`src/rtl/cmctl_pkg.sv`:
```
package cmctl_pkg;

    localparam int DATA_W = 32;
    localparam int KEY_W  = 16;
    localparam int SPD_IDX_W = 5;

    localparam logic [DATA_W-1:0] ID_VALUE    = 32'h411A_3001;
    localparam logic [DATA_W-1:0] STAT_VALUE  = 32'h0010_0000;
    localparam logic [DATA_W-1:0] OSC_RESET   = 32'h0100_0048;
    localparam logic [DATA_W-1:0] AUX_RESET   = 32'h0007_FEFF;
    localparam logic [DATA_W-1:0] INIT_RESET  = 32'h0000_0112;
    localparam logic [DATA_W-1:0] SDRAM_BASE  = 32'h0001_1122;
    localparam logic [KEY_W-1:0]  UNLOCK_KEY  = 16'hA05F;

    // word indices whose position software depends on
    localparam int WI_ID = 0, WI_PROC = 1, WI_OSC = 2, WI_CTRL = 3, WI_STAT = 4;
    localparam int WI_LOCK = 5, WI_AUX = 7, WI_SDRAM = 8, WI_INIT = 9, WI_REF = 10;
    localparam int WI_FLG_S = 12, WI_FLG_C = 13, WI_NVF_S = 14, WI_NVF_C = 15;
    localparam int WI_IRQ_ST = 16, WI_IRQ_RAW = 17, WI_IEN_S = 18, WI_IEN_C = 19;
    localparam int WI_SW_S = 20, WI_SW_C = 21;
    localparam int WI_FIQ_ST = 24, WI_FIQ_RAW = 25, WI_FEN_S = 26, WI_FEN_C = 27;
    localparam int WI_VOLT_LO = 32, WI_VOLT_HI = 35;
    localparam int WI_SPD_LO = 64, WI_SPD_HI = 95, WI_SPDZ_LO = 96, WI_SPDZ_HI = 127;

    typedef enum logic [4:0] {
        RID_ID, RID_PROC, RID_OSC, RID_CTRL, RID_STAT, RID_LOCK, RID_AUX,
        RID_SDRAM, RID_INIT, RID_REF, RID_FLG_S, RID_FLG_C, RID_NVF_S,
        RID_NVF_C, RID_IRQ_ST, RID_IRQ_RAW, RID_IEN_S, RID_IEN_C, RID_SW_S,
        RID_SW_C, RID_FIQ_ST, RID_FIQ_RAW, RID_FEN_S, RID_FEN_C, RID_VOLT,
        RID_SPD, RID_SPDZ, RID_NONE
    } reg_id_t;

    typedef struct packed {
        logic lvl_set;
        logic lvl_clr;
        logic ien_set;
        logic ien_clr;
        logic fen_set;
        logic fen_clr;
    } irq_cmd_t;

    function automatic reg_id_t decode_word(input int unsigned w);
        reg_id_t r;
        case (w)
            WI_ID:      r = RID_ID;
            WI_PROC:    r = RID_PROC;
            WI_OSC:     r = RID_OSC;
            WI_CTRL:    r = RID_CTRL;
            WI_STAT:    r = RID_STAT;
            WI_LOCK:    r = RID_LOCK;
            WI_AUX:     r = RID_AUX;
            WI_SDRAM:   r = RID_SDRAM;
            WI_INIT:    r = RID_INIT;
            WI_REF:     r = RID_REF;
            WI_FLG_S:   r = RID_FLG_S;
            WI_FLG_C:   r = RID_FLG_C;
            WI_NVF_S:   r = RID_NVF_S;
            WI_NVF_C:   r = RID_NVF_C;
            WI_IRQ_ST:  r = RID_IRQ_ST;
            WI_IRQ_RAW: r = RID_IRQ_RAW;
            WI_IEN_S:   r = RID_IEN_S;
            WI_IEN_C:   r = RID_IEN_C;
            WI_SW_S:    r = RID_SW_S;
            WI_SW_C:    r = RID_SW_C;
            WI_FIQ_ST:  r = RID_FIQ_ST;
            WI_FIQ_RAW: r = RID_FIQ_RAW;
            WI_FEN_S:   r = RID_FEN_S;
            WI_FEN_C:   r = RID_FEN_C;
            default: begin
                if (w >= WI_VOLT_LO && w <= WI_VOLT_HI)      r = RID_VOLT;
                else if (w >= WI_SPD_LO && w <= WI_SPD_HI)   r = RID_SPD;
                else if (w >= WI_SPDZ_LO && w <= WI_SPDZ_HI) r = RID_SPDZ;
                else                                         r = RID_NONE;
            end
        endcase
        return r;
    endfunction

    function automatic logic [7:0] sdram_size_code(input int mb);
        if (mb >= 256)      return 8'h10;
        else if (mb >= 128) return 8'h0C;
        else if (mb >= 64)  return 8'h08;
        else if (mb >= 32)  return 8'h04;
        else                return 8'h00;
    endfunction

    function automatic logic [7:0] spd_size_byte(input int mb);
        if (mb >= 256)      return 8'd64;
        else if (mb >= 128) return 8'd32;
        else if (mb >= 64)  return 8'd16;
        else if (mb >= 32)  return 8'd4;
        else                return 8'd2;
    endfunction

    function automatic logic [7:0] spd_byte(input logic [SPD_IDX_W-1:0] idx, input int mb);
        logic [7:0] b;
        case (idx)
            5'd0:  b = 8'h80;  5'd1:  b = 8'h08;  5'd2:  b = 8'h04;  5'd3:  b = 8'h0B;
            5'd4:  b = 8'h09;  5'd5:  b = 8'h01;  5'd6:  b = 8'h40;  5'd7:  b = 8'h00;
            5'd8:  b = 8'h02;  5'd9:  b = 8'hA0;  5'd10: b = 8'hA0;  5'd11: b = 8'h00;
            5'd12: b = 8'h00;  5'd13: b = 8'h08;  5'd14: b = 8'h00;  5'd15: b = 8'h01;
            5'd16: b = 8'h0E;  5'd17: b = 8'h04;  5'd18: b = 8'h1C;  5'd19: b = 8'h01;
            5'd20: b = 8'h02;  5'd21: b = 8'h20;  5'd22: b = 8'hC0;  5'd27: b = 8'h30;
            5'd28: b = 8'h28;  5'd29: b = 8'h30;  5'd30: b = 8'h28;
            5'd31: b = spd_size_byte(mb);
            default: b = 8'h00;
        endcase
        return b;
    endfunction

endpackage

```
`src/rtl/cmctl_refclk.sv`:
```
module cmctl_refclk
    import cmctl_pkg::*;
#(
    parameter int SYS_CLK_HZ = 250_000_000,
    parameter int REF_HZ     = 24_000_000
) (
    input  logic              clk,
    input  logic              rst,
    output logic [DATA_W-1:0] ref_count
);
    localparam int ACC_W = $clog2(SYS_CLK_HZ + REF_HZ) + 1;
    localparam logic [ACC_W-1:0] STEP = ACC_W'(REF_HZ);
    localparam logic [ACC_W-1:0] WRAP = ACC_W'(SYS_CLK_HZ);

    logic [ACC_W-1:0] acc_q;
    logic [ACC_W-1:0] acc_sum;
    logic             tick;

    // fractional divider: one tick each time the phase passes SYS_CLK_HZ
    always_comb begin
        acc_sum = acc_q + STEP;
        tick    = (acc_sum >= WRAP);
    end

    always_ff @(posedge clk) begin
        if (rst) begin
            acc_q     <= '0;
            ref_count <= '0;
        end else begin
            acc_q <= tick ? (acc_sum - WRAP) : acc_sum;
            if (tick) ref_count <= ref_count + 1'b1;
        end
    end
endmodule

```
`src/rtl/cmctl_spd.sv`:
```
module cmctl_spd
    import cmctl_pkg::*;
#(
    parameter int MEM_MB = 128
) (
    input  logic [SPD_IDX_W-1:0] idx,
    output logic [7:0]           data
);
    always_comb data = spd_byte(idx, MEM_MB);
endmodule

```
`src/rtl/cmctl_softint.sv`:
```
module cmctl_softint
    import cmctl_pkg::*;
(
    input  logic              clk,
    input  logic              rst,
    input  irq_cmd_t          cmd,
    input  logic [DATA_W-1:0] wdata,
    output logic              level,
    output logic [DATA_W-1:0] irq_en,
    output logic [DATA_W-1:0] fiq_en,
    output logic              irq_out,
    output logic              fiq_out
);
    always_ff @(posedge clk) begin
        if (rst) begin
            level  <= 1'b0;
            irq_en <= '0;
            fiq_en <= '0;
        end else begin
            if (cmd.lvl_set && wdata[0]) level <= 1'b1;
            if (cmd.lvl_clr && wdata[0]) level <= 1'b0;
            if (cmd.ien_set) irq_en <= irq_en | wdata;
            if (cmd.ien_clr) irq_en <= irq_en & ~wdata;
            if (cmd.fen_set) fiq_en <= fiq_en | wdata;
            if (cmd.fen_clr) fiq_en <= fiq_en & ~wdata;
        end
    end

    always_comb begin
        irq_out = level & irq_en[0];
        fiq_out = level & fiq_en[0];
    end
endmodule

```
`src/rtl/cm_sysctl.sv`:
```
module cm_sysctl
    import cmctl_pkg::*;
#(
    parameter int MEM_MB     = 128,
    parameter int SYS_CLK_HZ = 250_000_000,
    parameter int REF_HZ     = 24_000_000,
    parameter int ADDR_W     = 12
) (
    input  logic              clk,
    input  logic              rst,
    input  logic              bus_sel,
    input  logic              bus_wr,
    input  logic [ADDR_W-1:0] bus_addr,
    input  logic [31:0]       bus_wdata,
    output logic [31:0]       bus_rdata,
    output logic              bus_err,
    output logic              rst_req,
    output logic              remap_ram,
    output logic              irq_out,
    output logic              fiq_out
);
    localparam int WORD_W = ADDR_W - 2;
    localparam logic [DATA_W-1:0] SDRAM_RESET = SDRAM_BASE | DATA_W'(sdram_size_code(MEM_MB));

    logic [WORD_W-1:0] word;
    reg_id_t           rid;
    logic              wr_en, rd_en;

    logic [DATA_W-1:0] osc_q, aux_q, sdram_q, init_q, flags_q, nvflags_q;
    logic [KEY_W-1:0]  lock_q;
    logic              led_q;
    logic              unlocked;
    logic [DATA_W-1:0] ref_count;
    logic [7:0]        spd_data;
    irq_cmd_t          icmd;
    logic              sw_level;
    logic [DATA_W-1:0] irq_en, fiq_en;

    always_comb begin
        word     = bus_addr[ADDR_W-1:2];
        rid      = decode_word(int'(unsigned'(word)));
        wr_en    = bus_sel & bus_wr;
        rd_en    = bus_sel & ~bus_wr;
        unlocked = (lock_q == UNLOCK_KEY);
    end

    cmctl_refclk #(.SYS_CLK_HZ(SYS_CLK_HZ), .REF_HZ(REF_HZ)) u_refclk (
        .clk       (clk),
        .rst       (rst),
        .ref_count (ref_count)
    );

    cmctl_spd #(.MEM_MB(MEM_MB)) u_spd (
        .idx  (word[SPD_IDX_W-1:0]),
        .data (spd_data)
    );

    always_comb begin
        icmd         = '0;
        icmd.lvl_set = wr_en && (rid == RID_SW_S);
        icmd.lvl_clr = wr_en && (rid == RID_SW_C);
        icmd.ien_set = wr_en && (rid == RID_IEN_S);
        icmd.ien_clr = wr_en && (rid == RID_IEN_C);
        icmd.fen_set = wr_en && (rid == RID_FEN_S);
        icmd.fen_clr = wr_en && (rid == RID_FEN_C);
    end

    cmctl_softint u_softint (
        .clk     (clk),
        .rst     (rst),
        .cmd     (icmd),
        .wdata   (bus_wdata),
        .level   (sw_level),
        .irq_en  (irq_en),
        .fiq_en  (fiq_en),
        .irq_out (irq_out),
        .fiq_out (fiq_out)
    );

    always_ff @(posedge clk) begin
        if (rst) begin
            osc_q     <= OSC_RESET;
            aux_q     <= AUX_RESET;
            sdram_q   <= SDRAM_RESET;
            init_q    <= INIT_RESET;
            flags_q   <= '0;
            nvflags_q <= '0;
            lock_q    <= '0;
            led_q     <= 1'b0;
            remap_ram <= 1'b0;
            rst_req   <= 1'b0;
            bus_err   <= 1'b0;
        end else begin
            rst_req <= 1'b0;
            bus_err <= bus_sel && (rid == RID_NONE);
            if (wr_en) begin
                case (rid)
                    RID_OSC:   if (unlocked) osc_q <= bus_wdata;
                    RID_AUX:   if (unlocked) aux_q <= bus_wdata;
                    RID_LOCK:  lock_q <= bus_wdata[KEY_W-1:0];
                    RID_CTRL: begin
                        led_q     <= bus_wdata[0];
                        remap_ram <= bus_wdata[2];
                        rst_req   <= bus_wdata[3];
                    end
                    RID_SDRAM: sdram_q   <= bus_wdata;
                    RID_INIT:  init_q    <= bus_wdata;
                    RID_FLG_S: flags_q   <= flags_q | bus_wdata;
                    RID_FLG_C: flags_q   <= flags_q & ~bus_wdata;
                    RID_NVF_S: nvflags_q <= nvflags_q | bus_wdata;
                    RID_NVF_C: nvflags_q <= nvflags_q & ~bus_wdata;
                    default: ;
                endcase
            end
        end
    end

    always_comb begin
        bus_rdata = '0;
        if (rd_en) begin
            case (rid)
                RID_ID:      bus_rdata = ID_VALUE;
                RID_OSC:     bus_rdata = osc_q;
                RID_CTRL:    bus_rdata = {{(DATA_W-3){1'b0}}, remap_ram, 1'b0, led_q};
                RID_STAT:    bus_rdata = STAT_VALUE;
                RID_LOCK:    bus_rdata = {{(DATA_W-KEY_W-1){1'b0}}, unlocked, lock_q};
                RID_AUX:     bus_rdata = aux_q;
                RID_SDRAM:   bus_rdata = sdram_q;
                RID_INIT:    bus_rdata = init_q;
                RID_REF:     bus_rdata = ref_count;
                RID_FLG_S:   bus_rdata = flags_q;
                RID_NVF_S:   bus_rdata = nvflags_q;
                RID_IRQ_ST:  bus_rdata = {{(DATA_W-1){1'b0}}, sw_level & irq_en[0]};
                RID_IRQ_RAW: bus_rdata = {{(DATA_W-1){1'b0}}, sw_level};
                RID_IEN_S:   bus_rdata = irq_en;
                RID_SW_S:    bus_rdata = {{(DATA_W-1){1'b0}}, sw_level};
                RID_FIQ_ST:  bus_rdata = {{(DATA_W-1){1'b0}}, sw_level & fiq_en[0]};
                RID_FIQ_RAW: bus_rdata = {{(DATA_W-1){1'b0}}, sw_level};
                RID_FEN_S:   bus_rdata = fiq_en;
                RID_SPD:     bus_rdata = {{(DATA_W-8){1'b0}}, spd_data};
                default:     bus_rdata = '0;
            endcase
        end
    end
endmodule

```
`config.mk`:
```
export PLATFORM = sky130hd
export DESIGN_NAME = cm_sysctl
export DESIGN_NICKNAME = d
export VERILOG_FILES = /design/src/rtl/cmctl_pkg.sv /design/src/rtl/cmctl_refclk.sv /design/src/rtl/cmctl_spd.sv /design/src/rtl/cmctl_softint.sv /design/src/rtl/cm_sysctl.sv
export SDC_FILE = /design/constraint.sdc
export NUM_CORES = 1
export LEC_CHECK = 0
export BUFFER_PORTS_ARGS = -buffer_cell sky130_fd_sc_hd__buf_2
export CAP_MARGIN = 25
export CORE_MARGIN = 5
export CORE_UTILIZATION = 24
export CTS_CLUSTER_DIAMETER = 30
export DETAILED_ROUTE_END_ITERATION = 7
export PLACE_DENSITY = 0.49
export SETUP_SLACK_MARGIN = 0.3
export SYNTH_ARGS = -nofsm -noshare
export SYNTH_HDL_FRONTEND = slang
export SYNTH_SLANG_ARGS = --single-unit
```
`constraint.sdc`:
```
create_clock -name clk -period 5.5 [get_ports clk]
set_clock_uncertainty 0.05 [all_clocks]
set_input_delay 0.825 -clock clk [delete_from_list [all_inputs] [get_ports clk]]
set_output_delay 0.825 -clock clk [all_outputs]
set_load 0.1 [all_outputs]
```
==> metrics.txt, run 1 <==
syn nets between 2000 and 2500; Crit. End Element output port; multi-input logic area about 8900 um2; Post-synth EDFFs 0; Synth cell types 84; gpl congestion ~0.83; post-synthesis sequential area ratio between 40% and 50%; vias in the first global route approximately 16000; Most used DFF post-synth dfxtp_1; failing checks DRC; Yosys top cell area share between 40% and 50%; asr flop ratio synth 0%; CP max-delay cell a222oi_1; CTS root buf clkbuf_16; fraction of layout cells with a size suffix above 1 roughly 16%; cell count after synthesis 2055; CP startpoint kind input pin; met1 WL ~28000 um; crit share post-route 92.5%; flops & latches, synth about 330; largest cells by area after synthesis dfxtp_1 (41%), nand2_1 (9.4%), a21oi_1 (9.1%); Core ar. 67000 um2; Fmax between 0.15 and 0.2 GHz; dpl hpwl 39700 um; maxcap violations 0; met2 WL post-DR 29800 um; Syn. warnings 0; Setup violations, final 0; Routed WL per cell between 20 and 25 um; Crit path max-delay family compound AO/OA/AOI/OAI gates; VDD IR max roughly 0.19 mV; max_slew headroom 27.3%; CP Cell Sequence buf_2, buf_4, nor4bb_4, a21oi_1, o211ai_1, buf_4, o21a_4, nor2_4, buf_4, a222oi_1, and3_1, a31oi_2, buf_12; uppermost routed layer met4; Num CTS Buffers just over 90; die height approximately 270 um; PD cells roughly 400 nW/um2; Via-to-Cell Ratio between 5 and 6; WL met3 4100 um; Core Rows 95; minimum clock period 5.09 ns; status complete, but fails checks; Antenna Violating Nets Remaining 0; CTS Sinks 332; CP Max Fanout 17; Lkg Pwr between 0.006 and 0.007 uW; Die X 270 um; clk_lat worst skew about 0.60 ns; DR pass1 iterations 8; GRT Overall Usage 16.7%; HP Class reg2reg; Syn Std Cell Area around 16000 um2; final slew viol count 0; Yosys top cell by area dfxtp_1; CP Class in2out; clk buf depth 3; FF+latch area around 6600 um2; most frequent cell after synthesis nand2_1; Iteration-0 DRC Markers roughly 1700; drt drc 2; global-route wire length before repair around 98000 um; Worst Path Buf+Inv 5; H-tree depth 3; total chip power a little over 8000 uW; total gr overflow 0; RSZ-0062 raised after global routing false; Final Hold Viols 0; die area 72900 um2; CTS tree done; antenna violations before repair 7; Commonest cells post-synth nand2_1 (407), dfxtp_1 (332), a21oi_1 (296); Critical Path Most Common Cell buf_4; I/O Pins 85; Max stage delay on crit path between 0.8 and 0.9 ns; Worst Tran Pin Value 1.09 ns; Req. time, crit path around 4.6 ns; Port Buffers between 80 and 90; final WL 63700 um; Via Count 16300; # nets final 2136; Starting Density 24.2%; Synth Area per Inst a little under 8 um2; largest net degree at the start of global routing roughly 220; FILL cells ~7000; final hold slack a little under 0.4 ns; area delta synth->final 30.9%; Worst-path clk slew 0.04 ns; Arrival @ worst endpoint 4.22 ns
-- routing by layer --
layer  up-vias  GRT usage [%]
met3       104           2.92
met5         -              0
met4         0           6.26
met1      7990           22.6
met2       619           26.7
li1       7613              -
-- path summary, 6_finish.rpt --
path / start / slack (ns) / endpoint / depth (start not counted)
max: bus_addr[4] / 0.41 / bus_rdata[3] / 13
min: aux_q[22] / 0.40 / aux_q[22] / 2
max reg2reg: u_refclk.acc_q[9] / 1.11 / u_refclk.ref_count[19] / 12
min reg2reg: aux_q[22] / 0.40 / aux_q[22] / 2
-- power by group --
part | leakage, uW | total [uW] | internal [uW] | switching (uW)
combinational | 0.00271 | 713 | 258 | 454
sequential | 0.00268 | 2530 | 2460 | 76.3
clock | 0.00146 | 5030 | 3500 | 1530
-- cells in the final DEF, fill, tap and decap left out, types with 6 or more instances in the layout --
| cell type | Yosys | final |
|---|---|---|
| a211oi_1 | 9 | 8 |
| or2_2 | 8 | 8 |
| nand3b_1 | 32 | 32 |
| xor2_1 | 25 | 25 |
| clkbuf_1 | 170 | 28 |
| nor2_1 | 91 | 85 |
| a31oi_2 | 0 | 14 |
| dfxtp_1 | 332 | 332 |
| o21ai_0 | 51 | 50 |
| a21oi_2 | 1 | 12 |
| nor3_1 | 30 | 24 |
| nand4_1 | 7 | 7 |
| nor2b_1 | 16 | 16 |
| clkinv_2 | 0 | 14 |
| buf_2 | 28 | 49 |
| xnor2_1 | 28 | 28 |
| buf_4 | 1 | 49 |
| buf_12 | 0 | 43 |
| nand2_1 | 407 | 407 |
| nor3_2 | 0 | 6 |
| nand2b_1 | 8 | 8 |
| nand3_1 | 52 | 52 |
| a22o_1 | 14 | 14 |
| a22oi_1 | 41 | 41 |
| clkbuf_8 | 0 | 17 |
| or3_1 | 18 | 18 |
| a21oi_1 | 296 | 285 |
| a311oi_1 | 97 | 97 |
| inv_1 | 23 | 23 |
| nor4_1 | 8 | 8 |
| o31ai_1 | 7 | 7 |
| o211ai_1 | 12 | 12 |
| clkbuf_16 | 0 | 92 |
| and2_1 | 15 | 16 |
| o2111ai_1 | 8 | 8 |
| a31oi_1 | 26 | 12 |
| a222oi_1 | 42 | 42 |
| a221oi_1 | 26 | 26 |
| and3_1 | 20 | 20 |
-- worst register-to-register path, delay by kind of cell, from the launching register on --
kind | cells | cell delay [ns]
AO/OA/AOI/OAI | 6 | 1.84
AND/OR/NAND/NOR | 3 | 1.33
buffers and inverters | 2 | 0.43
flip-flops | 1 | 0.39
adder cells (fa/ha/maj) | 1 | 0.26
-- kinds of logic after synthesis --
logic type      count (synthesis)  synth area share (%)
fa+ha+maj                       5                 0.386
compound gates                686                  28.7
xor+xnor                       53                  2.86
mux                             8                 0.540
simple gates                  740                  21.0
flops                         332                  41.0
buf+inv                       231                  5.59
-- cell type report --
class	count	area share, %
inverter	23	0.407
antenna	3	0.0354
multi-input combinational	1492	42.1
tap	873	5.15
timing repair buffer	142	7.02
sequential	332	31.3
clock inverter	24	1.58
clock buffer	137	12.4
-- metrics by stage --
stage                     utilization (%)  std cells  TNS [ns]  area (um2)  setup slack, ns
after floorplan                         -       2055    -0.399       16300          -0.0611
after global placement               27.1       2858         0       18200            0.132
after detailed placement             27.1       2858         0       18200            0.134
after CTS                            31.6       3019         0       21200            0.257
after global routing                 31.7       3026         0       21200            0.296
final                                31.7       3026         0       21200            0.410
-- timing repair --
item	4_1_cts	5_1_grt
buffers inserted	0	4
endpoints found under the setup margin	4	10
hold buffers	0	0
pin swaps	1	3
gates resized for setup	6	2
Note: power is estimated with default switching activity, not from simulation.
==> run 2: changes to the inputs <==
--- a/config.mk
+++ b/config.mk
@@ -5,14 +5,17 @@
 export SDC_FILE = /design/constraint.sdc
 export NUM_CORES = 1
 export LEC_CHECK = 0
-export BUFFER_PORTS_ARGS = -buffer_cell sky130_fd_sc_hd__buf_2
 export CAP_MARGIN = 25
+export CELL_PAD_IN_SITES_DETAIL_PLACEMENT = 0
+export CELL_PAD_IN_SITES_GLOBAL_PLACEMENT = 1
 export CORE_MARGIN = 5
 export CORE_UTILIZATION = 24
 export CTS_CLUSTER_DIAMETER = 30
 export DETAILED_ROUTE_END_ITERATION = 7
-export PLACE_DENSITY = 0.49
+export DONT_BUFFER_PORTS = 1
+export PLACE_DENSITY = 0.57
 export SETUP_SLACK_MARGIN = 0.3
+export SLEW_MARGIN = 20
 export SYNTH_ARGS = -nofsm -noshare
 export SYNTH_HDL_FRONTEND = slang
 export SYNTH_SLANG_ARGS = --single-unit
==> run 2 against run 1 <==
Effect of this change:
- wire length increased by 0.71%
- sequential share of layout area fell by 0.11 points
- cell count shrank 1.5%
- combinational power shrank 17%
- die area is the same
- the flow now finishes without violations
==> metrics.txt, run 2 (same netlist as run 1, synthesis figures left out) <==
Via-to-Cell Ratio 5.34 (-1.1%); crit path from bus_addr[11]; Crit path max-delay family simple AND/OR/NAND/NOR gates; HP Class in2reg; multi-input logic area 8960 um2 (+0.42%); final WL 64200 um (+0.71%); Worst Setup EP bus_rdata[6]; drt drc 0 (-2); length in cells of the worst reg-to-reg path 12 (unchanged); Arrival @ worst endpoint 4.22 ns (about the same); global-route wire length before repair 96600 um (-0.90%); CP Cell Sequence or3_1, or3_1, buf_4, a21oi_1, nand2b_1, nor2_2, buf_4, a222oi_1, and3_1, a31oi_2, buf_12; clk_lat worst skew 0.63 ns (+0.03 ns); CTS tree done; CTS Sinks 332 (unchanged); CP Class in2out; FF+latch area 6650 um2 (unchanged); Req. time, crit path 4.62 ns (about the same); Final Hold Viols 0 (unchanged); clock share of power 65.0% (+4.2 points); Setup violations, final 0 (unchanged); GRT Overall Usage 16.8% (+0.15 points); worst r2r src u_refclk.acc_q[9]; dpl hpwl 39400 um (-0.72%); Iteration-0 DRC Markers 1764 (+4.7%); Worst Path Buf+Inv 3 (-2); Die X 270 um (unchanged); VDD IR max 0.255 mV (+33%); final hold slack 0.250 ns (-0.146 ns); Port Buffers 0 (-100%); max_slew headroom 26.4% (-0.90 points); total gr overflow 0 (unchanged); gpl congestion 0.858 (+3.9%); minimum clock period 5.10 ns (+0.00656 ns); Num CTS Buffers 93 (+1.1%); largest net degree at the start of global routing 335 (+50%); Crit. End Element output port; crit share post-route 92.7% (+0.12 points); CP Max Fanout 21 (+4); I/O Pins 85 (unchanged); share of power burned in registers 28.4% (-2.2 points); Int Pwr 6840 uW (+10%); Max stage delay on crit path 0.62 ns (-0.19 ns); Layout Cells excl Fill 2982 (-1.5%); H-tree depth 3 (unchanged); reg-to-reg slack, setup 1.19 ns (+0.08 ns); Routed WL per cell 21.5 um (+2.2%); vias in the first global route 15200 (-2.8%); Setup TNS 0 ns (unchanged); Lkg Pwr 0.00677 uW (-1.2%); Starting Density 24.2% (unchanged); Worst Tran Pin Value 1.10 ns (+0.0120 ns); Comb power frac 6.6% (-2.0 points); Cells after DPL 2805 (-1.9%); Via Count 15900 (-2.5%); most common cell after layout, fill and taps aside nand2_1; CP max-delay cell a21oi_1; Antenna Violating Nets Remaining 0 (unchanged); stages on the worst setup path 11 (-2); final slew viol count 0 (unchanged); CP startpoint kind input pin; fraction of layout cells with a size suffix above 1 15.6% (-0.63 points); total chip power 8920 uW (+7.8%); CTS root buf clkbuf_16; PD cells 419 nW/um2 (+7.4%); RSZ-0062 raised after global routing false; antenna violations before repair 2 (-5); reg-to-reg endpoint u_refclk.ref_count[17]; most frequent cells in the layout nand2_1 (407), dfxtp_1 (332), a21oi_1 (285); DR pass1 iterations 6 (-2); die height 270 um (unchanged); clk buf depth 3 (unchanged); Core Rows 95 (unchanged); placed cell area 17900 um2 (-1.7%); status finished, final reports clean; # nets final 2082 (-2.5%); FILL cells 7028 (+0.79%); design area 21300 um2 (+0.34%); switching part of the total 23.4% (-1.5 points); Fmax 0.196 GHz (-0.13%); Core ar. 67000 um2 (unchanged); maxcap violations 0 (unchanged); Switch Pwr 2090 uW (+1.1%); die area 72900 um2 (unchanged); area delta synth->final 31.3%; Worst-path clk slew 0.04 ns (about the same)
run 2: power by group through the flow:
stage               Combinational, uW  Sequential (uW)  Clock [uW]
floorplan                         582             2530           0
global placement                  580             2570           0
detailed placement                584             2570           0
CTS                               587             2530        5900
global route                      651             2540        6030
finish                            590             2530        5800
run 2: worst min-delay path by stage:
stage / from / endpoint / slack [ns] / cells after the start
final: bus_wdata[19] / flip-flop / 0.25 / 1
after global routing: bus_wdata[28] / flip-flop / 0.23 / 1
after CTS: bus_wdata[19] / flip-flop / 0.20 / 1
after detailed placement: aux_q[28] / aux_q[28] / 0.39 / 2
after global placement: osc_q[2] / osc_q[2] / 0.39 / 2
after floorplan: osc_q[13] / osc_q[13] / 0.38 / 2
run 2: repair_timing:
action,4_1_cts,5_1_grt
resized for setup,1,1
pin swaps,0,1
setup endpoints to repair,1,4
setup buffers,0,2
hold buffers,0,0
run 2: routing by layer:
layer	wire, um	global-route usage, %	up-vias	part of all wire, %
li1	-	-	7508	-
met5	7	0	-	0.011
met1	29500	23.3	7759	46
met3	3860	3.32	122	6.0
met4	1880	6.07	2	2.9
met2	29000	26.1	527	45
run 2: area by class of cell:
| type | count | area share (%) |
|---|---|---|
| well taps | 873 | 5.13 |
| inverters | 23 | 0.405 |
| repair buffers | 87 | 5.12 |
| multi-input cells | 1492 | 42.1 |
| diodes | 1 | 0.0118 |
| flip-flops and latches | 332 | 31.2 |
| clock inverters | 55 | 3.88 |
| clock buffers | 119 | 12.2 |
run 2: per-stage QoR:
stage	utilization, %	worst slack, ns
2_1_floorplan	-	-0.0611
3_3_place_gp	26.6	0.324
3_5_place_dp	26.6	0.280
4_1_cts	31.7	0.412
5_1_grt	31.8	0.261
6_report	31.8	0.403
run 2: worst register-to-register path, cell delays in order, from the launching register on:
cell      delay [ns]
dfxtp_1         0.38
inv_1           0.13
ha_1            0.27
and2b_1         0.34
o21ai_4         0.13
a21oi_2         0.34
or2_0           0.43
a32oi_4         0.23
a221oi_4        0.45
buf_4           0.42
o211ai_1        0.38
or4_1           0.53
a21oi_1         0.14
==> run 3: changes to the inputs <==
--- a/config.mk
+++ b/config.mk
@@ -8,6 +8,7 @@
 export CAP_MARGIN = 25
 export CELL_PAD_IN_SITES_DETAIL_PLACEMENT = 0
 export CELL_PAD_IN_SITES_GLOBAL_PLACEMENT = 1
+export CORE_ASPECT_RATIO = 0.5
 export CORE_MARGIN = 5
 export CORE_UTILIZATION = 24
 export CTS_CLUSTER_DIAMETER = 30
==> run 3 against run 2 <==
Effect of this change:
- power decreased by 12%
- utilization is 0.97 points lower
- sequential power hardly changed
- wire length fell by 1.9%
- combinational power is essentially flat
- die area up 0.43%
- non-clock buffer count decreased by 7
- clock power down 18%
- critical path type unchanged
- largest power group unchanged
- global-route usage decreased by 0.29 points
==> metrics.txt, run 3 (same netlist as run 1, synthesis figures left out) <==
final hold slack 0.270 ns (+0.0196 ns); placed cell area 17900 um2 (+0.28%); # nets final 2059 (-1.1%); most frequent cells in the layout nand2_1 (406), dfxtp_1 (332), a21oi_1 (285); Final Hold Viols 0 (unchanged); RSZ-0062 raised after global routing false; status finished, final reports clean; Max stage delay on crit path 0.81 ns (+0.19 ns); Antenna Violating Nets Remaining 0 (unchanged); Via Count 15800 (-1.0%); VDD IR max 0.215 mV (-16%); HP Class in2reg; largest net degree at the start of global routing 335 (unchanged); Port Buffers 0 (unchanged); fraction of layout cells with a size suffix above 1 13.9% (-1.7 points); CP Max Fanout 22 (+4.8%); max_slew headroom 29.1% (+2.7 points); crit share post-route 90.3% (-2.4 points); I/O Pins 85 (unchanged); CP Class in2out; most common cell after layout, fill and taps aside nand2_1; Crit path max-delay family simple AND/OR/NAND/NOR gates; Iteration-0 DRC Markers 1707 (-3.2%); PD cells 382 nW/um2 (-9.0%); minimum clock period 4.96 ns (-0.132 ns); global-route wire length before repair 94500 um (-2.2%); Switch Pwr 1910 uW (-8.6%); Fmax 0.201 GHz (+2.7%); CTS Sinks 332 (unchanged); Critical Path Most Common Cell buf_4; Post-CTS Hold Buffers 0 (unchanged); Hold Crit Start bus_wdata[19]; CP Cell Sequence or3_1, nor3_1, o211ai_1, buf_4, o21a_4, nor2_4, buf_4, a222oi_1, and3_1, a31oi_2, buf_12; GRT Overall Usage 16.6% (-0.29 points); switching part of the total 24.3% (+0.87 points); DR pass1 iterations 6 (unchanged); CP max-delay cell nor2_4; gpl congestion 0.804 (-6.3%); Crit. End Element output port; antenna violations before repair 5 (+3); H-tree depth 3 (unchanged); Arrival @ worst endpoint 4.09 ns (-0.13 ns); Core ar. 67000 um2 (about the same); Die X 378 um (+40%); reg-to-reg slack, setup 1.25 ns (+0.06 ns); pre-CTS WS 0.542 ns (+0.262 ns); Int Pwr 5960 uW (-13%); dpl hpwl 38000 um (-3.6%); worst r2r src u_refclk.acc_q[9]; design area 20600 um2 (-3.1%); vias in the first global route 14700 (-3.3%); Routed WL per cell 21.2 um (-1.4%); Core Rows 67 (-29%); CP startpoint kind input pin; area delta synth->final 27.2%; Comb power frac 7.5% (+0.9 points); Setup violations, final 0 (unchanged); Lkg Pwr 0.00644 uW (-4.8%); Worst-path clk slew 0.05 ns (about the same); Via-to-Cell Ratio 5.31 (-0.47%); final WL 63000 um (-1.9%); total gr overflow 0 (unchanged); fin worst setup slack 0.535 ns (+0.132 ns); final slew viol count 0 (unchanged); Num CTS Buffers 77 (-17%); Worst Path Buf+Inv 3 (unchanged); maxcap violations 0 (unchanged); die height 194 um (-28%); clk buf depth 3 (unchanged); crit path from bus_addr[11]; clk_lat worst skew 0.60 ns (-0.03 ns); CTS root buf clkbuf_16; Req. time, crit path 4.62 ns (about the same); CTS tree done; die area 73200 um2 (+0.43%); Worst Tran Pin Value 1.06 ns (-0.0387 ns); drt drc 0 (unchanged); Starting Density 24.2% (about the same); share of power burned in registers 32.2% (+3.8 points); clock share of power 60.3% (-4.7 points)
==> run 3: metal layers <==
metal  vias to the layer above  track usage, %  wire, um
li1                       7455               -         -
met1                      7679            23.3     29500
met2                       516            25.5     27800
met3                        99            3.85      4350
met4                         4            4.29      1210
met5                         -               0        27
==> run 3: final cells by class <==
cell class                      count  area (um2)
Clock inverter                     33         504
Tap cell                          897        1120
Inverter                           23        86.3
Fill cell                        7021       46400
Antenna cell                        1        2.50
Sequential cell                   332        6650
Clock buffer                      107        2210
Timing Repair Buffer               80        1100
Multi-Input combinational cell   1492        8960
==> run 3: worst paths after layout <==
path	to	cells after the start
worst max-delay path	bus_rdata[3]	11
worst min-delay path	flip-flop	1
worst max register to register	u_refclk.ref_count[27]	12
worst min register to register	osc_q[27]	2
==> run 3: through the flow <==
step                      cells  util, %  TNS, ns  total power (uW)
final                      2965     30.8        0              7870
after global routing       2964     30.8        0              8160
after CTS                  2964     30.8        0              7940
after detailed placement   2824     26.7        0              3150
after global placement     2823     26.7        0              3160
after floorplan            2055        -   -0.399              3110
==> run 3: power by group through the flow <==
stage	Sequential [uW]	Combinational [uW]	Clock, uW
2_1_floorplan	2530	582	0
3_3_place_gp	2580	581	0
3_5_place_dp	2570	579	0
4_1_cts	2530	584	4820
5_1_grt	2540	650	4970
6_report	2530	588	4750
==> run 3: what timing repair did <==
item | CTS | global route
hold endpoints to repair | 0 | 0
gates resized for setup | 0 | 1
buffers inserted | 0 | 0
setup endpoints to repair | 0 | 2
